### src/rtl/lpm_pkg.sv
package lpm_pkg;
   typedef enum logic [2:0] {
      ST_RUN   = 3'd0,
      ST_NAP   = 3'd1,
      ST_ENTER = 3'd2,
      ST_DEEP  = 3'd3,
      ST_SETTL = 3'd4,
      ST_RELS  = 3'd5
   } lpm_state_e;

   localparam logic [1:0] MODE_RUN  = 2'd0;
   localparam logic [1:0] MODE_NAP  = 2'd1;
   localparam logic [1:0] MODE_DEEP = 2'd2;
endpackage

### src/rtl/lpm_settle_timer.sv
module lpm_settle_timer #(
   parameter int CNT_W       = 8,
   parameter bit LF_IS_LEVEL = 1'b0
) (
   input  logic             clk,
   input  logic             rst_n,
   input  logic             run,
   input  logic             lf_in,
   input  logic [CNT_W-1:0] limit,
   output logic             done
);
   logic [CNT_W-1:0] cnt_q;
   logic             tick;

   generate
      if (CNT_W < 1) begin : g_bad_width
         $error("lpm_settle_timer: CNT_W must be at least 1");
      end
      if (LF_IS_LEVEL) begin : g_edge
         logic lf_q;
         always_ff @(posedge clk or negedge rst_n) begin
            if (!rst_n) lf_q <= 1'b0;
            else        lf_q <= lf_in;
         end
         assign tick = lf_in & ~lf_q;
      end else begin : g_strobe
         assign tick = lf_in;
      end
   endgenerate

   assign done = run && (cnt_q >= limit);

   always_ff @(posedge clk or negedge rst_n) begin
      if (!rst_n)                cnt_q <= '0;
      else if (!run)             cnt_q <= '0;
      else if (!done && tick)    cnt_q <= cnt_q + 1'b1;
   end

   a_r6_count_bounded: assert property (@(posedge clk) disable iff (!rst_n)
      run && !done |=> cnt_q <= limit || !$stable(limit));
endmodule

### src/rtl/lpm_seq_fsm.sv
module lpm_seq_fsm
   import lpm_pkg::*;
(
   input  logic       clk,
   input  logic       rst_n,
   input  logic       req_valid,
   input  logic [1:0] req_mode,
   input  logic       wake,
   input  logic       ret_ack,
   input  logic       settle_done,
   output lpm_state_e state,
   output logic [1:0] status
);
   lpm_state_e nxt;

   always_comb begin
      nxt = state;
      unique case (state)
         ST_RUN: if (!wake && req_valid) begin
            if (req_mode == MODE_NAP)       nxt = ST_NAP;
            else if (req_mode == MODE_DEEP) nxt = ST_ENTER;
         end
         ST_NAP:   if (wake) nxt = ST_RUN;
         ST_ENTER: if (wake) nxt = ST_RUN;
                   else if (ret_ack) nxt = ST_DEEP;
         ST_DEEP:  if (wake) nxt = ST_SETTL;
         ST_SETTL: if (settle_done) nxt = ST_RELS;
         ST_RELS:  if (!ret_ack) nxt = ST_RUN;
         default:  nxt = ST_RUN;
      endcase
   end

   always_ff @(posedge clk or negedge rst_n) begin
      if (!rst_n) begin
         state  <= ST_RUN;
         status <= MODE_RUN;
      end else begin
         state <= nxt;
         unique case (state)
            ST_RUN:  status <= MODE_RUN;
            ST_NAP:  status <= MODE_NAP;
            ST_DEEP: status <= MODE_DEEP;
            default: status <= status;
         endcase
      end
   end

   a_r5_nap_wake: assert property (@(posedge clk) disable iff (!rst_n)
      state == ST_NAP && wake |=> state == ST_RUN);
   a_r4_abort_entry: assert property (@(posedge clk) disable iff (!rst_n)
      state == ST_ENTER && wake |=> state == ST_RUN);
   a_r10_wake_wins: assert property (@(posedge clk) disable iff (!rst_n)
      state == ST_RUN && wake |=> state == ST_RUN);
   a_r7_status_deep: assert property (@(posedge clk) disable iff (!rst_n)
      state == ST_DEEP |=> status == MODE_DEEP);
endmodule

### src/rtl/lpm_dom_decode.sv
module lpm_dom_decode
   import lpm_pkg::*;
(
   input  lpm_state_e state,
   output logic       cpu_en,
   output logic       hf_en,
   output logic       lf_en,
   output logic       ret,
   output logic       per_en
);
   always_comb begin
      lf_en  = 1'b1;
      cpu_en = (state == ST_RUN);
      hf_en  = (state != ST_DEEP);
      ret    = (state == ST_ENTER) || (state == ST_DEEP) || (state == ST_SETTL);
      per_en = (state != ST_DEEP) && (state != ST_SETTL);
   end
endmodule

### src/rtl/lpm_ctrl.sv
module lpm_ctrl
   import lpm_pkg::*;
#(
   parameter int CNT_W       = 8,
   parameter bit LF_IS_LEVEL = 1'b0
) (
   input  logic             clk,
   input  logic             rst_n,
   input  logic             req_valid,
   input  logic [1:0]       req_mode,
   input  logic             wake,
   input  logic             ret_ack,
   input  logic             lf_tick,
   input  logic [CNT_W-1:0] settle_lf,
   output logic             cpu_clk_en,
   output logic             hf_clk_en,
   output logic             lf_clk_en,
   output logic             ret_req,
   output logic             periph_en,
   output logic [1:0]       mode_status
);
   lpm_state_e state;
   logic       settle_done;

   lpm_seq_fsm u_fsm (
      .clk(clk), .rst_n(rst_n), .req_valid(req_valid), .req_mode(req_mode),
      .wake(wake), .ret_ack(ret_ack), .settle_done(settle_done),
      .state(state), .status(mode_status)
   );

   lpm_settle_timer #(.CNT_W(CNT_W), .LF_IS_LEVEL(LF_IS_LEVEL)) u_tmr (
      .clk(clk), .rst_n(rst_n), .run(state == ST_SETTL), .lf_in(lf_tick),
      .limit(settle_lf), .done(settle_done)
   );

   lpm_dom_decode u_dec (
      .state(state), .cpu_en(cpu_clk_en), .hf_en(hf_clk_en),
      .lf_en(lf_clk_en), .ret(ret_req), .per_en(periph_en)
   );

   a_r3_hf_gated_in_retention: assert property (@(posedge clk) disable iff (!rst_n)
      !hf_clk_en |-> ret_req && !cpu_clk_en);
   a_r3_gate_after_ack: assert property (@(posedge clk) disable iff (!rst_n)
      $fell(hf_clk_en) |-> $past(ret_ack) && $past(ret_req));
   a_r6_release_after_settle: assert property (@(posedge clk) disable iff (!rst_n)
      $fell(ret_req) && hf_clk_en && !periph_en |-> 1'b0);
   a_r6_cpu_after_release: assert property (@(posedge clk) disable iff (!rst_n)
      $rose(cpu_clk_en) |-> !ret_req && hf_clk_en);
endmodule

### config.mk
export PLATFORM = sky130hd
export DESIGN_NAME = lpm_ctrl
export DESIGN_NICKNAME = d
export VERILOG_FILES = /design/src/rtl/lpm_pkg.sv /design/src/rtl/lpm_settle_timer.sv /design/src/rtl/lpm_seq_fsm.sv /design/src/rtl/lpm_dom_decode.sv /design/src/rtl/lpm_ctrl.sv
export SDC_FILE = /design/constraint.sdc
export NUM_CORES = 1
export LEC_CHECK = 0
export BUFFER_PORTS_ARGS = -buffer_cell sky130_fd_sc_hd__buf_2
export CAP_MARGIN = 20
export CORE_MARGIN = 2
export CORE_UTILIZATION = 45
export CTS_CLUSTER_SIZE = 14
export DETAILED_ROUTE_END_ITERATION = 16
export PLACE_DENSITY = 0.76
export REMOVE_ABC_BUFFERS = 1
export SYNTH_ARGS = -nofsm -noshare
export SYNTH_HDL_FRONTEND = slang
export SYNTH_SLANG_ARGS = --single-unit
### constraint.sdc
create_clock -name clk -period 2.9 [get_ports clk]
set_input_delay 0.58 -clock clk [delete_from_list [all_inputs] [get_ports clk]]
set_output_delay 0.58 -clock clk [all_outputs]
set_load 0.1 [all_outputs]
==> results of run 1 <==
==> layout make-up <==
class,count,area [µm²],share of cell area [%]
Clock buffer,4,26.3,2.46
Inverter,13,48.8,4.56
Multi-Input combinational cell,77,531,49.6
Sequential cell,13,325,30.4
Tap cell,27,33.8,3.16
Timing Repair Buffer,21,105,9.82
==> worst max-delay path, delay by kind of cell, from the launching register on <==
kind            cells  cell delay [ns]
flops               1             0.47
compound gates      1             0.10
simple gates        2             0.45
buf+inv             2             0.58
==> power by group through the flow <==
stage | sequential (mW) | combinational (mW) | clock [mW]
4_1_cts | 0.234 | 0.335 | 0.118
3_3_place_gp | 0.237 | 0.331 | 0
2_1_floorplan | 0.292 | 0.218 | 0
3_5_place_dp | 0.238 | 0.335 | 0
6_report | 0.235 | 0.333 | 0.113
5_1_grt | 0.240 | 0.357 | 0.125
==> cell usage after synthesis <==
cell type | n | area share, %
a211o_1 | 2 | 1.9
o211ai_1 | 1 | 0.80
and3_1 | 1 | 0.66
a31oi_1 | 1 | 0.66
mux2i_1 | 1 | 1.1
or4_1 | 6 | 4.8
o311a_2 | 1 | 1.2
a211oi_1 | 1 | 0.80
nand2_1 | 5 | 2.0
a31oi_2 | 1 | 1.3
dfrtp_1 | 13 | 35
a221oi_1 | 1 | 0.93
or2_2 | 1 | 0.66
inv_1 | 13 | 5.2
clkbuf_1 | 5 | 2.0
nor2b_1 | 2 | 1.3
nand2b_1 | 1 | 0.66
nand4_1 | 2 | 1.3
buf_4 | 1 | 0.80
nand3_1 | 5 | 2.7
ha_1 | 9 | 12
and2_1 | 3 | 2.0
conb_1 | 1 | 0.40
a21oi_1 | 8 | 4.2
nor4b_1 | 1 | 0.93
buf_6 | 1 | 1.2
o21ai_0 | 7 | 3.7
nor3_1 | 2 | 1.1
nor2_1 | 7 | 2.8
o31ai_1 | 6 | 4.8
o311ai_2 | 1 | 1.7
==> metal layers <==
layer	track usage, %	wire length, µm	vias to the layer above
li1	-	-	435
met1	20.8	883	408
met2	34.7	949	17
met3	2.12	55	4
met4	11.6	52	0
met5	0	0	-
==> cells in the final DEF, fill, tap and decap left out <==
| master | n |
|---|---|
| ha_1 | 9 |
| nor3_1 | 2 |
| nand2b_1 | 1 |
| a211o_1 | 2 |
| and3_1 | 1 |
| nand2_1 | 5 |
| a221oi_1 | 1 |
| a31oi_2 | 1 |
| nand4_1 | 2 |
| clkbuf_4 | 3 |
| a211oi_1 | 1 |
| o311ai_2 | 1 |
| nor2b_1 | 2 |
| conb_1 | 1 |
| a21oi_1 | 8 |
| nor2_1 | 7 |
| clkbuf_1 | 1 |
| buf_2 | 21 |
| nor4b_1 | 1 |
| o311a_2 | 1 |
| o21ai_0 | 7 |
| or4_1 | 6 |
| nand3_1 | 5 |
| a31oi_1 | 1 |
| o211ai_1 | 1 |
| and2_1 | 3 |
| inv_1 | 13 |
| or2_2 | 1 |
| dfrtp_1 | 13 |
| mux2i_1 | 1 |
| o31ai_1 | 6 |
==> sequential cells by signal, indices dropped and copies added, names as in the netlist <==
register and flops:
u_fsm.state 3, u_fsm.status 2, u_tmr.cnt_q 8
==> cells by family (layout without fill, tap and decap cells) <==
kind of cell | Yosys count | count (layout)
fa+ha+maj | 9 | 9
buf+inv | 20 | 38
flops | 13 | 13
other cells | 1 | 1
compound gates | 30 | 30
mux | 1 | 1
simple gates | 36 | 36
==> metrics by stage <==
step / instances / setup TNS, ns / util (%)
2_1_floorplan: 103 / -0.509 / -
3_3_place_gp: 151 / 0 / 53.2
3_5_place_dp: 151 / 0 / 53.2
4_1_cts: 155 / 0 / 54.5
5_1_grt: 155 / 0 / 54.5
6_report: 155 / 0 / 54.5
==> worst paths after layout <==
kind | startpoint | endpoint | slack (ns) | depth (start not counted)
hold / removal | rst_n | u_tmr.cnt_q[7] | 0.17 | 1
min in group clk | u_fsm.status[1] | u_fsm.status[1] | 0.50 | 2
setup / recovery | u_fsm.state[1] | ret_req | 0.43 | 5
hold reg to reg | u_fsm.status[1] | u_fsm.status[1] | 0.50 | 2
setup reg to reg | u_tmr.cnt_q[2] | u_tmr.cnt_q[7] | 0.58 | 6
max in group asynchronous | rst_n | u_fsm.state[2] | 2.50 | 1
==> run summary, run 1 <==
Status: complete, no violations
Number of antenna violations at the first check in global routing: 0
Grt ovf: 0
First-pass GRT wire length: 3580 µm
Critical path cell sequence: inv_1 -> nand2_1 -> or2_2 -> o21ai_0 -> buf_2
Worst Hold Class: in2async
Die Wd: 49.8 µm
Switching share of power: 52.5%
DRT Wirelength: 1940 µm
Synth-to-Final Area Change: 13.5%
Startpoint Class: register
Synthesized netlist cell count: 110
Worst Path Required: 2.32 ns
Clock buffer depth: 2
Mux share of post-synthesis cell area: 1.06%
DRC viols: 0
RSZ-0062 raised after global routing: no
Yosys cell types: 31
Fillers: 192
Simple-Gate Fraction of Synth Area: 20.8%
Clk pwr share: 16.6%
Via density: 5.57
Largest net degree at the start of global routing: 16
Final min period: 2.47 ns
CTS root buf: clkbuf_4
Total Power: 0.681 mW
Area of placed instances: 1040 µm²
Internal power: 0.323 mW
Crit path max fanout: 10
CTS tree: yes
Final hold violation count: 0
H-tree Lvls: 1
Die Height: 49.8 µm
Drt first pass iters: 4
Arrival @ worst endpoint: 1.89 ns
Drt wl/cell: 12.5 µm
Pwr Density: 637 nW/µm²
# setup viols final: 0
FMAX: 405 MHz
Slowest CP cell: dfrtp_1
Iter 0 DRT Violations: 11
Comb power frac: 48.9%
Design Area, Final: 1070 µm²
Post-CTS Hold Fix Bufs: 0
Sequential fraction of the synthesis area: 34.5%
Number of global-route vias before repair: 844
Fin Clk Skew: 0.00604 ns
Max-cap violations: 0
Setup Fix Bufs, Post-CTS: 0
Slew headroom: 43.9%
Netlist Area Pre-Place: 942 µm²
Die area: 2480 µm²
Setup CP Type: reg2out
WHS: 0.170 ns
Synth Area in XOR/XNOR: 0%
VDD IR-drop max: 0.645 mV
Resize count post-CTS: 0
CP endpoint kind: output pin
Num CTS Buffers: 3
Clock transition at the registers of the reported paths: 0.08 ns
Post-synthesis compound-gate area fraction: 22.0%
Core area: 1960 µm²
Leakage: 0.515 nW
Ports: 23
Seq cells post-synth: 13
Combinational family with the most area after synthesis: compound AO/OA/AOI/OAI gates
All-Layer GR Usage: 19.0%
Final worst slack: 0.431 ns
Sequential share of power: 34.5%
Total number of vias: 864
FP Rows: 16
Half-perimeter wire length after placement: 1510 µm
Initial Utilization: 48.0%
Number of max-slew violations in the final report: 0
Nets: 154
YS warnings: 0
Switching power: 0.358 mW
RePlAce Congestion: 0.829
Later-pin clock latency in the skew report: 0.28 ns
Clock sink total: 13
Syn Area/Cell: 8.57 µm²
CP peak stage delay: 0.47 ns
PortBufs: 21
Fraction of layout cells with a size suffix above 1: 21.9%
Setup WS pre-CTS: 0.352 ns
Final Cycle Share: 85.1%
Worst-Margin Slew: 0.840 ns
Post-Synth Adder-Cell Area: 12.0%
ANT nets after route: 0
Ant. Diodes: 0
(Power assumes the default switching activity.)
==> run 2: changes to the inputs <==
CORE_UTILIZATION = 47   (was 45)
PLACE_DENSITY = 0.79   (was 0.76)
SLEW_MARGIN = 20   (was default)
==> run summary, run 2 (same netlist as run 1, synthesis figures left out) <==
Via density: 5.68
Max-cap violations: 0
Number of max-slew violations in the final report: 0
DRC viols: 0
Area of placed instances: 1040 µm²
Number of flip-flops in the largest register: 8
CP peak stage delay: 0.48 ns
Number of antenna violations at the first check in global routing: 0
First-pass GRT wire length: 3370 µm
Switching power: 0.356 mW
Startpoint Class: register
All-Layer GR Usage: 18.1%
Critical path cell sequence: inv_1 -> nand2_1 -> or2_2 -> o21ai_0 -> buf_2
Final worst slack: 0.449 ns
RePlAce Congestion: 0.802
Final min period: 2.45 ns
Fin Clk Skew: 0.00408 ns
Die Height: 48.8 µm
Sequential cell area: 325 µm²
Setup WS pre-CTS: 0.342 ns
WHS: 0.175 ns
FMAX: 408 MHz
ANT nets after route: 0
Critical path's top delay family: buffers and inverters
Arrival @ worst endpoint: 1.87 ns
Clock sink total: 13
Core area: 1920 µm²
Largest net degree at the start of global routing: 16
Clock buffer depth: 2
Ant. Diodes: 0
Slew headroom: 38.6%
Crit path max fanout: 10
Switching share of power: 52.4%
Internal power: 0.323 mW
Most common cell after layout, fill and taps aside: buf_2
Die Wd: 48.8 µm
Total number of vias: 881
Clock transition at the registers of the reported paths: 0.08 ns
Final hold violation count: 0
Design Area, Final: 1070 µm²
VDD IR-drop max: 0.600 mV
Worst-Margin Slew: 0.920 ns
Fraction of layout cells with a size suffix above 1: 21.9%
Sequential share of power: 34.6%
RSZ-0062 raised after global routing: no
Setup CP Type: reg2out
Final Cycle Share: 84.5%
Drt wl/cell: 12.3 µm
Nets: 154
Fillers: 190
Slowest CP cell: dfrtp_1
CTS root buf: clkbuf_4
Final std cells w/o fill: 155
# setup viols final: 0
Num CTS Buffers: 3
Synth-to-Final Area Change: 13.5%
FP Rows: 16
Drt first pass iters: 4
Leakage: 0.515 nW
Half-perimeter wire length after placement: 1440 µm
Worst Path Required: 2.32 ns
Grt ovf: 0
DRT Wirelength: 1910 µm
Top flop regs: u_tmr.cnt_q: 8 flops, u_fsm.state: 3 flops, u_fsm.status: 2 flops
H-tree Lvls: 1
Final core utilization: 55.7%
Comb power frac: 48.9%
Clk pwr share: 16.5%
Worst Hold Class: in2async
Resize count post-CTS: 0
Area of the multi-input gates: 531 µm²
Most flop-heavy register: u_tmr.cnt_q
Status: complete, no violations
Placed cell count: 151
PortBufs: 21
Most frequent cells in the layout: buf_2 (21), inv_1 (13), dfrtp_1 (13)
Number of global-route vias before repair: 809
Total Power: 0.679 mW
Later-pin clock latency in the skew report: 0.27 ns
TNS Setup: 0 ns
Initial Utilization: 49.0%
Post-CTS Hold Fix Bufs: 0
Ports: 23
Setup Fix Bufs, Post-CTS: 0
CP endpoint kind: output pin
CP bufs+invs: 2
Iter 0 DRT Violations: 20
Die area: 2380 µm²
CTS tree: yes
Pwr Density: 635 nW/µm²
run 2: cell counts in the layout (fill, tap and decap cells not counted):
No cell type changed its count.
run 2: worst paths after layout:
kind                                      start         endpoint  cells past startpoint  slack, ns
worst max-delay path             u_fsm.state[1]          ret_req                      5       0.45
worst min-delay path                      rst_n   u_fsm.state[0]                      1       0.17
worst max register to register   u_tmr.cnt_q[2]   u_tmr.cnt_q[4]                      6       0.58
worst min register to register  u_fsm.status[0]  u_fsm.status[0]                      2       0.49
max in group asynchronous                 rst_n  u_fsm.status[1]                      1       2.50
min in group clk                u_fsm.status[0]  u_fsm.status[0]                      2       0.49
run 2: area by class of cell:
| class | instances | share of cell area [%] |
|---|---|---|
| inverter | 13 | 4.56 |
| multi-input combinational | 77 | 49.6 |
| tap | 27 | 3.16 |
| sequential | 13 | 30.4 |
| clock buffer | 4 | 2.46 |
| timing repair buffer | 21 | 9.82 |
run 2: metal layers:
layer | track usage (%) | vias up | share of wire (%)
li1 | - | 434 | -
met1 | 22.6 | 419 | 46
met2 | 30.4 | 24 | 49
met3 | 3.68 | 4 | 3.9
met4 | 8.10 | 0 | 1.3
met5 | 0 | - | 0
run 2: power by group through the flow:
stage,Sequential (mW),Clock (mW),Combinational [mW]
6_report,0.235,0.112,0.332
5_1_grt,0.240,0.124,0.355
4_1_cts,0.233,0.115,0.335
3_5_place_dp,0.237,0,0.334
3_3_place_gp,0.237,0,0.330
2_1_floorplan,0.292,0,0.218
